File: config.mk
export PLATFORM = sky130hd
export DESIGN_NAME = fpga_cfg_seq
export DESIGN_NICKNAME = d
export VERILOG_FILES = /design/src/rtl/fcs_pkg.sv /design/src/rtl/fcs_sync.sv /design/src/rtl/fcs_timer.sv /design/src/rtl/fcs_shifter.sv /design/src/rtl/fpga_cfg_seq.sv
export SDC_FILE = /design/constraint.sdc
export NUM_CORES = 1
export LEC_CHECK = 0
export BUFFER_PORTS_ARGS = -buffer_cell sky130_fd_sc_hd__buf_2
export CAP_MARGIN = 10
export CORE_ASPECT_RATIO = 1.2
export CORE_MARGIN = 8
export CORE_UTILIZATION = 35
export CTS_BUF_LIST = sky130_fd_sc_hd__clkbuf_8
export CTS_CLUSTER_SIZE = 40
export DETAILED_ROUTE_END_ITERATION = 6
export PLACE_DENSITY = 0.53
export REMOVE_ABC_BUFFERS = 1
export SKIP_LAST_GASP = 1
export SLEW_MARGIN = 20
export SYNTH_ARGS = -nofsm -noshare
export SYNTH_HDL_FRONTEND = slang
export SYNTH_SLANG_ARGS = --single-unit
File: constraint.sdc
create_clock -name clk -period 2.92 [get_ports clk]
set_input_delay 0.438 -clock clk [delete_from_list [all_inputs] [get_ports clk]]
set_output_delay 0.438 -clock clk [all_outputs]
set_load 0.05 [all_outputs]
File: src/rtl/fcs_pkg.sv
package fcs_pkg;

   typedef enum logic [2:0] {
      ST_IDLE     = 3'd0,
      ST_WAIT_RDY = 3'd1,
      ST_XFER     = 3'd2,
      ST_CHK_DONE = 3'd3,
      ST_HOLD     = 3'd4,
      ST_FINISH   = 3'd5,
      ST_ERROR    = 3'd6
   } fcs_state_e;

   typedef enum logic [1:0] {
      ERR_NONE    = 2'd0,
      ERR_RDY_TO  = 2'd1,
      ERR_DONE_TO = 2'd2
   } fcs_err_e;

   function automatic int fcs_max3(input int a, input int b, input int c);
      int m;
      m = (a > b) ? a : b;
      return (m > c) ? m : c;
   endfunction

endpackage

File: src/rtl/fcs_sync.sv
// Brings an asynchronous status level into the clock domain.
// STAGES = 0 passes the level straight through.
module fcs_sync #(
   parameter int STAGES = 2
) (
   input  logic clk,
   input  logic rst_n,
   input  logic d_i,
   output logic q_o
);

   if (STAGES < 0) begin : g_bad_stages
      $error("fcs_sync: STAGES must not be negative");
   end

   if (STAGES == 0) begin : g_bypass
      assign q_o = d_i;
   end else if (STAGES == 1) begin : g_single
      logic q;
      always_ff @(posedge clk or negedge rst_n) begin
         if (!rst_n) q <= 1'b0;
         else        q <= d_i;
      end
      assign q_o = q;
   end else begin : g_chain
      logic [STAGES-1:0] ch;
      always_ff @(posedge clk or negedge rst_n) begin
         if (!rst_n) ch <= '0;
         else        ch <= {ch[STAGES-2:0], d_i};
      end
      assign q_o = ch[STAGES-1];
   end

endmodule

File: src/rtl/fcs_timer.sv
// Down counter that is loaded with a value and stops at zero.
module fcs_timer #(
   parameter int W = 8
) (
   input  logic         clk,
   input  logic         rst_n,
   input  logic         load_i,
   input  logic [W-1:0] val_i,
   output logic         zero_o
);

   if (W < 1) begin : g_bad_w
      $error("fcs_timer: W must be at least 1");
   end

   logic [W-1:0] cnt;

   always_ff @(posedge clk or negedge rst_n) begin
      if (!rst_n)            cnt <= '0;
      else if (load_i)       cnt <= val_i;
      else if (cnt != '0)    cnt <= cnt - 1'b1;
   end

   assign zero_o = (cnt == '0);

endmodule

File: src/rtl/fcs_shifter.sv
// Serialises one byte at a time, MSB first. The clock idles low and the
// data line changes only on the falling half, so it is steady at each rise.
module fcs_shifter #(
   parameter int CLK_DIV = 2,
   parameter int DATA_W  = 8
) (
   input  logic              clk,
   input  logic              rst_n,
   input  logic              load_i,
   input  logic [DATA_W-1:0] data_i,
   output logic              idle_o,
   output logic              sck_o,
   output logic              mosi_o
);

   localparam int DW = (CLK_DIV > 1) ? $clog2(CLK_DIV) : 1;
   localparam int BW = $clog2(DATA_W + 1);
   localparam logic [DW-1:0] DIV_LAST = DW'(CLK_DIV - 1);

   if (CLK_DIV < 1) begin : g_bad_div
      $error("fcs_shifter: CLK_DIV must be at least 1");
   end
   if (DATA_W < 2) begin : g_bad_dw
      $error("fcs_shifter: DATA_W must be at least 2");
   end

   logic [DATA_W-1:0] sreg;
   logic [BW-1:0]     bits_left;
   logic [DW-1:0]     div_cnt;
   logic              sck_q;
   logic              active;

   always_ff @(posedge clk or negedge rst_n) begin
      if (!rst_n) begin
         sreg      <= '0;
         bits_left <= '0;
         div_cnt   <= '0;
         sck_q     <= 1'b0;
         active    <= 1'b0;
      end else if (!active) begin
         if (load_i) begin
            sreg      <= data_i;
            bits_left <= BW'(DATA_W);
            div_cnt   <= '0;
            sck_q     <= 1'b0;
            active    <= 1'b1;
         end
      end else if (div_cnt == DIV_LAST) begin
         div_cnt <= '0;
         if (!sck_q) begin
            sck_q <= 1'b1;
         end else begin
            sck_q     <= 1'b0;
            sreg      <= {sreg[DATA_W-2:0], 1'b0};
            bits_left <= bits_left - 1'b1;
            if (bits_left == BW'(1)) active <= 1'b0;
         end
      end else begin
         div_cnt <= div_cnt + 1'b1;
      end
   end

   assign idle_o = !active;
   assign sck_o  = sck_q;
   assign mosi_o = active & sreg[DATA_W-1];

endmodule

File: src/rtl/fpga_cfg_seq.sv
module fpga_cfg_seq #(
   parameter int CLK_DIV      = 2,
   parameter int HOLD_CYCLES  = 100000,
   parameter int RDY_TIMEOUT  = 1000000,
   parameter int DONE_TIMEOUT = 100000,
   parameter int SYNC_STAGES  = 2
) (
   input  logic       clk,
   input  logic       rst_n,
   input  logic       start_i,
   input  logic [7:0] byte_data_i,
   input  logic       byte_valid_i,
   input  logic       byte_last_i,
   output logic       byte_ready_o,
   input  logic       rdy_st_i,
   input  logic       done_st_i,
   output logic       prog_o,
   output logic       spi_sck_o,
   output logic       spi_mosi_o,
   output logic       ureset_n_o,
   output logic       busy_o,
   output logic       done_o,
   output logic       err_o,
   output logic [1:0] err_code_o
);
   import fcs_pkg::*;

   localparam int TMAX = fcs_max3(HOLD_CYCLES, RDY_TIMEOUT, DONE_TIMEOUT);
   localparam int TW   = $clog2(TMAX + 1);

   if (HOLD_CYCLES < 1) begin : g_bad_hold
      $error("fpga_cfg_seq: HOLD_CYCLES must be at least 1");
   end
   if (RDY_TIMEOUT < 1 || DONE_TIMEOUT < 1) begin : g_bad_to
      $error("fpga_cfg_seq: timeouts must be at least 1");
   end

   fcs_state_e    st_q, st_n;
   fcs_err_e      err_q, err_n;
   logic          last_q, last_n;
   logic          rdy_s, done_s;
   logic          tmr_load, tmr_zero;
   logic [TW-1:0] tmr_val;
   logic          sh_idle, hs;

   fcs_sync #(.STAGES(SYNC_STAGES)) u_sync_rdy (
      .clk(clk), .rst_n(rst_n), .d_i(rdy_st_i), .q_o(rdy_s));

   fcs_sync #(.STAGES(SYNC_STAGES)) u_sync_done (
      .clk(clk), .rst_n(rst_n), .d_i(done_st_i), .q_o(done_s));

   fcs_timer #(.W(TW)) u_timer (
      .clk(clk), .rst_n(rst_n), .load_i(tmr_load), .val_i(tmr_val),
      .zero_o(tmr_zero));

   assign byte_ready_o = (st_q == ST_XFER) && sh_idle && !last_q;
   assign hs           = byte_ready_o && byte_valid_i;

   fcs_shifter #(.CLK_DIV(CLK_DIV), .DATA_W(8)) u_shift (
      .clk(clk), .rst_n(rst_n), .load_i(hs), .data_i(byte_data_i),
      .idle_o(sh_idle), .sck_o(spi_sck_o), .mosi_o(spi_mosi_o));

   always_comb begin
      st_n     = st_q;
      err_n    = err_q;
      last_n   = last_q;
      tmr_load = 1'b0;
      tmr_val  = '0;
      unique case (st_q)
         ST_IDLE, ST_FINISH, ST_ERROR: begin
            if (start_i) begin
               st_n     = ST_WAIT_RDY;
               err_n    = ERR_NONE;
               last_n   = 1'b0;
               tmr_load = 1'b1;
               tmr_val  = TW'(RDY_TIMEOUT);
            end
         end
         ST_WAIT_RDY: begin
            if (rdy_s) begin
               st_n = ST_XFER;
            end else if (tmr_zero) begin
               st_n  = ST_ERROR;
               err_n = ERR_RDY_TO;
            end
         end
         ST_XFER: begin
            if (hs && byte_last_i) last_n = 1'b1;
            if (last_q && sh_idle) begin
               st_n     = ST_CHK_DONE;
               tmr_load = 1'b1;
               tmr_val  = TW'(DONE_TIMEOUT);
            end
         end
         ST_CHK_DONE: begin
            if (done_s) begin
               st_n     = ST_HOLD;
               tmr_load = 1'b1;
               tmr_val  = TW'(HOLD_CYCLES);
            end else if (tmr_zero) begin
               st_n  = ST_ERROR;
               err_n = ERR_DONE_TO;
            end
         end
         ST_HOLD: begin
            if (tmr_zero) st_n = ST_FINISH;
         end
         default: st_n = ST_IDLE;
      endcase
   end

   always_ff @(posedge clk or negedge rst_n) begin
      if (!rst_n) begin
         st_q   <= ST_IDLE;
         err_q  <= ERR_NONE;
         last_q <= 1'b0;
      end else begin
         st_q   <= st_n;
         err_q  <= err_n;
         last_q <= last_n;
      end
   end

   assign prog_o     = (st_q == ST_WAIT_RDY) || (st_q == ST_XFER) ||
                       (st_q == ST_CHK_DONE) || (st_q == ST_HOLD) ||
                       (st_q == ST_FINISH);
   assign busy_o     = (st_q == ST_WAIT_RDY) || (st_q == ST_XFER) ||
                       (st_q == ST_CHK_DONE) || (st_q == ST_HOLD);
   assign done_o     = (st_q == ST_FINISH);
   assign ureset_n_o = (st_q == ST_FINISH);
   assign err_o      = (st_q == ST_ERROR);
   assign err_code_o = err_q;

endmodule

==> impl_metrics.csv, run 1 <==
group,metric,value,unit
synthesis,synth.avg_cell_area,9.91,um2
critical_path,r2r_start,"u_timer.cnt[0]",
power,p_leak,0.00116,uW
synthesis,synth_area_leaders,"dfrtp_1, xnor2_1, o21ai_0",
worst_hold_path,min_path_type,"primary input to asynchronous set/reset pin",
grt,grt_pass1_wl,9360,um
clock_network,cts_tree,"done",
floorplan,start_util,0.353,
route,ant_nets,0,
sta,worst_slew_pin_slew,0.587,ns
synthesis,synth.most_common_cell,"dfrtp_1",
sta,fmax,437,MHz
clock_network,cts_hold_buf,0,
floorplan,io_pins,25,
sta,period_minus_slack,2.29,ns
floorplan,core,7100,um2
route,dr.pass1.iters,4,
floorplan,die_y,109,um
grt,antenna_found_initial,0,
critical_path,max_stage_delay,0.64,ns
cells_and_area,layoutNonFillerInstCount,366,
synthesis,ys.flop_type,"dfrtp_1",
route,drc,0,
sta,timing.final.crit_share,0.784,
synthesis,synth_compound_area_frac,0.158,
sta,hold_ws,0.133,ns
clock_network,cts_setup_buffers,0,
sta,slew_viol_final,0,
grt,grtUsageTotal,0.114,
placement,dp_hpwl,3850,um
critical_path,endpoint_kind,"output pin",
synthesis,synthTopCellsByCount,"dfrtp_1, nor2_1, nand2_1, o21ai_0, xnor2_1",
critical_path,r2r_setup_slack,0.94,ns
cells_and_area,fin_nets,294,
synthesis,synth-seq-cells,45,
clock_network,numCtsBuffers,5,
cells_and_area,syn_to_final_growth,12.8,%
grt,grt_pass1_vias,1935,
critical_path,critPathMaxFanout,15,
job,maxCapViolations,0,
cells_and_area,diodes,0,
placement,dp_cells,358,
critical_path,rr_worst_depth,7,
synthesis,synth_top_area_frac,0.449,
synthesis,synth_edf_count,0,
sta,max-slew-margin-rel,0.608,
clock_network,clkLatencyLatePin,0.30,ns
synthesis,ys_types,52,
critical_path,startpoint_type,"register",
synthesis,syn_inst,253,
synthesis,synth_top_family_by_area,"simple AND/OR/NAND/NOR gates",
synthesis,synth_sequential_area_ratio,0.449,
cells_and_area,nFillCells,692,
sta,fin_skew,0.00591,ns
synthesis,synth-async-reset-ratio,1.00,
grt,grt_max_degree,46,
route,via_per_inst,5.24,
route,routedWlPerCell,14.8,um
sta,rsz0062_at_grt,"no",
synthesis,ys_warn_count,0,
critical_path,critPathRequiredTime,2.48,ns
clock_network,ctsResizeCount,0,
floorplan,die-area,10100,um2
floorplan,die_w,93.2,um
clock_network,htreeDepth,2,
sta,hold_viol_final,0,
synthesis,yosys.area.top_type,"dfrtp_1",
synthesis,syn_area,2510,um2
grt,gr-total-overflow,0,
critical_path,crit_chain,"inv_1, and3_1, or2_2, buf_2",
floorplan,std_cell_rows,34,
synthesis,synth_fa_ha_area_frac,0.0200,
power,ir_drop,0.407,mV
route,vias,1918,
sta,finalSetupViolations,0,
sta,setup_tns,0,ns
synthesis,synthSimpleGateAreaFrac,0.267,
run_status,status,"finished, final reports clean",
critical_path,worstReg2RegEnd,"st_q[0]",
clock_network,root_buffer,"clkbuf_8",
clock_network,path_clk_slew,0.08,ns
synthesis,synth.area.mux_share,0.00399,
cells_and_area,drive_gt1_frac,0.228,
power,p_per_area,847,nW/um2
route,drt_first_iter_violations,50,
placement,routabilityCongestion,0.807,
route,routed_wl,5430,um
critical_path,worstPathArrival,1.85,ns
clock_network,cts_sinks,45,
placement,port_buffers,24,
clock_network,cts_buffer_depth,2,
synthesis,synth_xor_area_frac,0.0664,
critical_path,slowest_stage,"dfrtp_1",
critical_path,critPathKind,"register to output pin",
-- flip-flops by register name (all words and copies together), names as in the netlist --
| signal | flops |
|---|---|
| u_shift.sck_o | 1 |
| u_shift.active | 1 |
| u_sync_done.g_chain.ch | 2 |
| u_shift.sreg | 8 |
| st_q | 3 |
| u_shift.bits_left | 4 |
| u_shift.div_cnt | 1 |
| u_timer.cnt | 20 |
| last_q | 1 |
| u_sync_rdy.g_chain.ch | 2 |
| err_code_o | 2 |
-- worst max path at each step --
stage,start,to,slack [ns],depth (start not counted)
4_1_cts,st_q[1],prog_o,0.60,4
3_5_place_dp,u_timer.cnt[16],st_q[0],0.94,5
3_3_place_gp,u_timer.cnt[16],st_q[0],0.95,5
6_report,st_q[1],prog_o,0.63,4
5_1_grt,st_q[0],prog_o,0.48,4
2_1_floorplan,st_q[0],prog_o,0.47,3
-- power breakdown --
part	switching (uW)	internal, uW
registers	258	753
logic	535	361
clock network	212	276
-- per-stage QoR --
stage | power (uW) | util | worst slack [ns] | instance area [um2]
floorplan | 1680 | - | 0.468 | 2450
global placement | 1920 | 0.381 | 0.952 | 2710
detailed placement | 1930 | 0.381 | 0.938 | 2710
CTS | 2430 | 0.398 | 0.603 | 2830
global route | 2570 | 0.398 | 0.481 | 2830
finish | 2390 | 0.398 | 0.632 | 2830
-- cell usage in the layout, fill, tap and decap left out, types with 3 or more instances in the layout --
cell,Yosys,final
nor3_1,7,7
o21ai_0,17,17
o221a_2,7,7
inv_1,8,9
buf_4,1,5
buf_2,6,23
and3_1,4,4
nand4_1,4,4
xor2_1,6,6
nor2_1,21,21
nor3_2,3,3
nand2_1,17,17
ha_1,4,4
a21oi_1,8,8
nor2b_1,3,3
nor3b_1,5,5
xnor2_1,13,13
o21ai_1,4,4
nand3_1,10,10
dfrtp_1,45,45
nand2b_1,4,4
clkbuf_8,0,6
o211ai_1,5,5
and2_1,3,3
nand3b_1,9,9
-- cell families after synthesis --
kind of cell             count (synthesis)
AND/OR/NAND/NOR                        108
AO/OA/AOI/OAI                           55
flip-flops                              45
buffers and inverters                   21
XOR/XNOR                                19
adder cells (fa/ha/maj)                  4
multiplexers                             1
-- final cells by class --
cell class | count | area [um2] | area share
clock inverters | 2 | 33.8 | 0.0119
clock buffers | 6 | 82.6 | 0.0292
multi-input cells | 187 | 1290 | 0.456
flip-flops and latches | 45 | 1130 | 0.398
inverters | 8 | 30.0 | 0.0106
well taps | 90 | 113 | 0.0398
repair buffers | 28 | 153 | 0.0540
-- critical path, delay by kind of cell, from the launching register on --
kind                   cells  cell delay, ns
AND/OR/NAND/NOR            2            0.51
flip-flops                 1            0.64
buffers and inverters      2            0.40
-- routing by layer --
metal | track usage | up-vias | wire length, um
li1 | - | 950 | -
met1 | 0.138 | 930 | 2440
met2 | 0.191 | 32 | 2720
met3 | 0.0289 | 6 | 199
met4 | 0.0392 | 0 | 73
met5 | 0 | - | 0
No activity file was read; power rests on OpenSTA's default activity.
==> run 2, diff against run 1 <==
Settings changed: ABC_AREA set to 1, PLACE_DENSITY 0.53 to 0.55.
Clock period 2.92 ns to 2 ns, I/O delays scaled along.
==> run 2 against run 1 <==
Compared with the run above:
- wire length fell by 2.7%
- cell area rose by 3.6%
- clock skew barely moved
- combinational power rose to 2.7 times the previous value
- critical path type unchanged
- largest cell class unchanged
==> impl_metrics.csv, run 2 <==
group,metric,value,unit
sta,timing.final.crit_share,0.941,
sta,post-route-worst-setup-slack,0.118,ns
grt,gr-total-overflow,0,
synthesis,synth.most_common_cell,"nand2_1",
grt,grt_pass1_wl,9430,um
synthesis,synth-async-reset-ratio,1.00,
route,routedWlPerCell,11.9,um
clock_network,path_clk_slew,0.07,ns
floorplan,start_util,0.359,
synthesis,synth_area_leaders,"dfrtp_1, nand2_1, nor2_1",
critical_path,critPathRequiredTime,1.70,ns
sta,period_minus_slack,1.88,ns
synthesis,ys.flop_type,"dfrtp_1",
route,drt_first_iter_violations,63,
synthesis,ys_types,34,
cells_and_area,mostFrequentLayoutCell,"nand2_1",
worst_hold_path,min_path_type,"primary input to register",
cells_and_area,largestRegisters,"u_timer.cnt (20), u_shift.sreg (8), u_shift.bits_left (4)",
cells_and_area,most-common-layout-cells,"nand2_1, nor2_1, dfrtp_1",
cells_and_area,largest_reg_flops,20,
sta,rsz0062_at_grt,"no",
placement,dp_hpwl,4100,um
synthesis,yosys.area.top_type,"dfrtp_1",
placement,dpl_worst_slack,0.209,ns
synthesis,synth_top_area_frac,0.437,
power,ir_drop,0.629,mV
critical_path,startpoint_type,"register",
grt,grt_max_degree,23,
floorplan,core,7190,um2
synthesis,syn_inst,322,
sta,finalSetupViolations,0,
grt,antenna_found_initial,0,
critical_path,crit_chain,"inv_2, nor3_1, inv_1, nand2_1, inv_1, nand2_1, clkbuf_4",
power,p_per_area,1540,nW/um2
sta,slew_viol_final,0,
grt,grt_pass1_vias,2172,
cells_and_area,fin_nets,374,
route,routed_wl,5290,um
critical_path,critPathKind,"register to output pin",
clock_network,root_buffer,"clkbuf_8",
sta,fmax,531,MHz
cells_and_area,nFillCells,765,
synthesis,synth_edf_count,0,
clock_network,cts_tree,"done",
synthesis,synth-seq-cells,45,
sta,max-slew-margin-rel,0.729,
sta,fin_skew,0.00602,ns
clock_network,cts_sinks,45,
placement,port_buffers,24,
synthesis,synthTopCellsByCount,"nand2_1, dfrtp_1, nor2_1",
critical_path,worstPathArrival,1.58,ns
synthesis,synth_sequential_area_ratio,0.437,
route,via_per_inst,4.72,
floorplan,die_w,94.4,um
clock_network,clkLatencyLatePin,0.29,ns
grt,grtUsageTotal,0.113,
cells_and_area,regMostFlops,"u_timer.cnt",
power,p_leak,0.00150,uW
sta,hold_viol_final,0,
synthesis,syn_area,2580,um2
sta,worst_slew_pin_slew,0.407,ns
critical_path,slowest_stage,"dfrtp_1",
sta,setup_tns,0,ns
cells_and_area,drive_gt1_frac,0.183,
route,ant_nets,0,
critical_path,max_stage_delay,0.49,ns
floorplan,std_cell_rows,34,
floorplan,die-area,10400,um2
route,dr.pass1.iters,4,
job,maxCapViolations,0,
clock_network,htreeDepth,2,
floorplan,io_pins,25,
route,vias,2099,
critical_path,critPathMaxFanout,6,
clock_network,numCtsBuffers,5,
route,drc,0,
cells_and_area,syn_to_final_growth,13.6,%
placement,routabilityCongestion,0.814,
cells_and_area,diodes,0,
floorplan,die_y,110,um
critical_path,endpoint_kind,"output pin",
clock_network,cts_buffer_depth,2,
synthesis,ys_warn_count,0,
run_status,status,"finished, final reports clean",
synthesis,synth.avg_cell_area,8.01,um2
-- run 2: changes by cell type in the layout (fill, tap and decap cells not counted), moves of 7 or more --
cell / previous run / this run
o21ai_2: 2 / 10
inv_1: 9 / 35
a21oi_1: 8 / 15
nor2_1: 21 / 44
nand2_1: 17 / 86
nand3b_1: 9 / 1
o221a_2: 7 / 0
o21ai_0: 17 / 9
-- run 2: final timing paths --
check,slack [ns],to,startpoint,cells past startpoint
min in group asynchronous,0.47,u_timer.cnt[11],rst_n,2
max reg2reg,0.24,st_q[2],u_timer.cnt[0],11
max,0.12,busy_o,st_q[2],7
max in group asynchronous,0.96,st_q[1],rst_n,3
min,0.11,u_sync_done.g_chain.ch[0],done_st_i,1
min reg2reg,0.35,u_sync_rdy.g_chain.ch[1],u_sync_rdy.g_chain.ch[0],0
-- run 2: kinds of logic after synthesis --
family,after synthesis,synth area share
mux,7,0.0272
compound gates,44,0.112
simple gates,167,0.290
xor+xnor,14,0.0476
buf+inv,41,0.0679
fa+ha+maj,4,0.0194
flops,45,0.437
-- run 2: power by group --
| group | internal (uW) | total (uW) | switching, uW |
|---|---|---|---|
| Sequential | 1270 | 1550 | 281 |
| Combinational | 853 | 2400 | 1550 |
| Clock | 269 | 551 | 282 |
-- run 2: worst max-delay path: cells and delay by family (launching register included) --
family | cells | cell delay (ns)
and+or+nand+nor | 3 | 0.36
buffers and inverters | 4 | 0.45
DFF | 1 | 0.49
-- run 2: timing repair --
| action | 4_1_cts | 5_1_grt |
|---|---|---|
| endpoints found under the hold margin | 16 | 0 |
| setup buffers | 0 | 2 |
| gates resized for setup | 3 | 3 |
| hold buffers | 1 | 0 |
| pin swaps | 0 | 1 |
| setup endpoints to repair | 3 | 3 |
-- run 2: metrics by stage --
| step | utilization | hold slack [ns] | instance area [um2] | total power, uW | cells |
|---|---|---|---|---|---|
| finish | 0.408 | 0.112 | 2930 | 4500 | 445 |
| global route | 0.408 | 0.0956 | 2930 | 4960 | 445 |
| CTS | 0.404 | 0.100 | 2910 | 4540 | 443 |
| detailed placement | 0.389 | 0.259 | 2800 | 3930 | 435 |
| global placement | 0.389 | 0.253 | 2800 | 3890 | 435 |
| floorplan | - | 0.00441 | 2540 | 3400 | 318 |
-- run 2: routing by layer --
metal | up-vias | share of wire | track usage
met5 | - | 0 | 0
met4 | 0 | 0.012 | 0.0375
met3 | 6 | 0.037 | 0.0305
met2 | 25 | 0.48 | 0.193
met1 | 977 | 0.47 | 0.133
li1 | 1091 | - | -
-- run 2: final cells by class --
| type | count | area [um2] | area share |
|---|---|---|---|
| inverters | 37 | 141 | 0.0482 |
| well taps | 90 | 113 | 0.0384 |
| repair buffers | 30 | 179 | 0.0611 |
| flip-flops and latches | 45 | 1130 | 0.385 |
| clock buffers | 6 | 82.6 | 0.0282 |
| multi-input cells | 236 | 1280 | 0.438 |
| clock inverters | 1 | 3.75 | 0.00128 |
==> run 3, diff against run 2 <==
Settings changed: ABC_AREA 1 to not set.
==> run 3 against run 2 <==
Compared with the run above:
- the run now ends with negative hold slack left
- non-clock buffer count grew 5
- power down 23%
- sequential share of layout area up 0.69 points
- critical endpoint is now prog_o
- global-route usage is 0.086 points higher
- combinational power decreased by 38%
- clock skew grew 0.0012 ns
- die area shrank 2.4%
==> impl_metrics.csv, run 3 (same netlist as run 1, synthesis figures left out) <==
group,metric,value,unit
cells_and_area,regMostFlops,"u_timer.cnt",
route,drt_first_iter_violations,47,
cells_and_area,mostFrequentLayoutCell,"dfrtp_1",
placement,port_buffers,24,
floorplan,core,7100,um2
worst_hold_path,min_path_type,"primary input to asynchronous set/reset pin",
route,ant_nets,0,
cells_and_area,largestRegisters,"u_timer.cnt (20), u_shift.sreg (8), u_shift.bits_left (4)",
power,p_int,1950,uW
sta,finalSetupViolations,0,
grt,grtUsageTotal,0.113,
critical_path,critPathRequiredTime,1.70,ns
sta,post-route-worst-setup-slack,0.0924,ns
route,via_per_inst,5.21,
job,maxCapViolations,0,
run_status,status,"finished with violations",
power,p_comb_frac,0.434,
sta,hold_viol_final,6,
critical_path,r2r_setup_slack,0.15,ns
placement,dp_cells,365,
floorplan,die-area,10100,um2
cells_and_area,drive_gt1_frac,0.258,
sta,max-slew-margin-rel,0.619,
floorplan,die_w,93.2,um
placement,dp_hpwl,4040,um
placement,routabilityCongestion,0.781,
cells_and_area,layoutNonFillerInstCount,373,
floorplan,std_cell_rows,34,
grt,gr-total-overflow,0,
sta,fin_skew,0.00720,ns
route,vias,1942,
cells_and_area,largest_reg_flops,20,
sta,hold_ws,-0.0101,ns
clock_network,cts_tree,"done",
grt,antenna_found_initial,0,
floorplan,die_y,109,um
clock_network,htreeDepth,2,
cells_and_area,syn_to_final_growth,15.0,%
clock_network,numCtsBuffers,5,
power,p_sw_frac,0.434,
grt,grt_pass1_vias,2011,
sta,slew_viol_final,0,
critical_path,worstReg2RegEnd,"st_q[0]",
sta,timing.final.crit_share,0.954,
power,clkPwrFrac,0.157,
power,p_leak,0.00119,uW
clock_network,cts_buffer_depth,2,
power,p_per_area,1190,nW/um2
critical_path,worstPathArrival,1.61,ns
route,drc,0,
clock_network,path_clk_slew,0.09,ns
power,pwr-share-seq,0.409,
route,dr.pass1.iters,4,
route,routedWlPerCell,14.5,um
sta,period_minus_slack,1.91,ns
floorplan,start_util,0.353,
power,ir_drop,0.719,mV
critical_path,r2r_start,"u_timer.cnt[0]",
floorplan,io_pins,25,
critical_path,startpoint_type,"register",
sta,fmax,524,MHz
cells_and_area,nFillCells,710,
run_status,violations,"negative hold slack",
cells_and_area,most-common-layout-cells,"dfrtp_1, buf_2, nor2_1",
route,routed_wl,5390,um
power,p_switching,1490,uW
clock_network,cts_sinks,45,
clock_network,root_buffer,"clkbuf_8",
clock_network,cts_hold_buf,0,
clock_network,clkLatencyLatePin,0.29,ns
critical_path,rr_worst_depth,7,
grt,grt_pass1_wl,9400,um
cells_and_area,diodes,0,
critical_path,critPathMaxFanout,7,
grt,grt_max_degree,24,
critical_path,critPathKind,"register to output pin",
clock_network,cts_setup_buffers,0,
critical_path,endpoint_kind,"output pin",
cells_and_area,fin_nets,301,
placement,dpl_worst_slack,0.0781,ns
sta,rsz0062_at_grt,"no",
sta,worst_slew_pin_slew,0.571,ns
run 3: area by class of cell:
class	count	area [um2]	area share
multi-input combinational	187	1310	0.455
clock buffer	5	68.8	0.0239
inverter	8	30.0	0.0104
tap	90	113	0.0391
timing repair buffer	35	215	0.0747
clock inverter	3	15.0	0.00521
sequential	45	1130	0.392
run 3: worst max-delay path: stages, from the launching register on:
cell	delay (ns)
dfrtp_2	0.46
buf_4	0.17
and3_1	0.19
or2_2	0.28
buf_2	0.21
run 3: per-stage QoR:
| step | cell area [um2] | TNS [ns] | power (uW) | hold WS (ns) | utilization |
|---|---|---|---|---|---|
| floorplan | 2450 | -1.21 | 2450 | 0.00441 | - |
| finish | 2880 | 0 | 3440 | -0.0101 | 0.406 |
| global route | 2880 | 0 | 3680 | 0.0279 | 0.406 |
| CTS | 2860 | 0 | 3450 | 0.00856 | 0.402 |
| global placement | 2770 | 0 | 2880 | 0.319 | 0.390 |
| detailed placement | 2770 | 0 | 2890 | 0.332 | 0.390 |
run 3: timing repair:
| item | 4_1_cts | 5_1_grt |
|---|---|---|
| endpoints found under the setup margin | 1 | 19 |
| pin swaps | 0 | 0 |
| resized for setup | 1 | 6 |
| hold endpoints to repair | 0 | 0 |
run 3: worst max path at each step:
stage	startpoint	to	cells after the start
6_report	st_q[0]	prog_o	4
5_1_grt	u_timer.cnt[4]	u_timer.cnt[11]	5
4_1_cts	u_timer.cnt[0]	st_q[0]	7
3_5_place_dp	u_timer.cnt[0]	u_timer.cnt[6]	7
3_3_place_gp	u_timer.cnt[0]	u_timer.cnt[8]	7
2_1_floorplan	st_q[0]	prog_o	3
run 3: per-layer routing:
layer	vias to the layer above	global-route usage	routed length (um)
li1	965	-	-
met4	0	0.0311	42
met1	953	0.135	2470
met3	4	0.0220	126
met5	-	0	0
met2	20	0.202	2760
run 3: power by group through the flow:
| stage | Combinational [uW] | Clock (uW) | Sequential [uW] |
|---|---|---|---|
| global route | 1660 | 586 | 1440 |
| global placement | 1470 | 0 | 1410 |
| finish | 1490 | 541 | 1410 |
| detailed placement | 1480 | 0 | 1410 |
| floorplan | 1040 | 0 | 1410 |
| CTS | 1490 | 564 | 1390 |
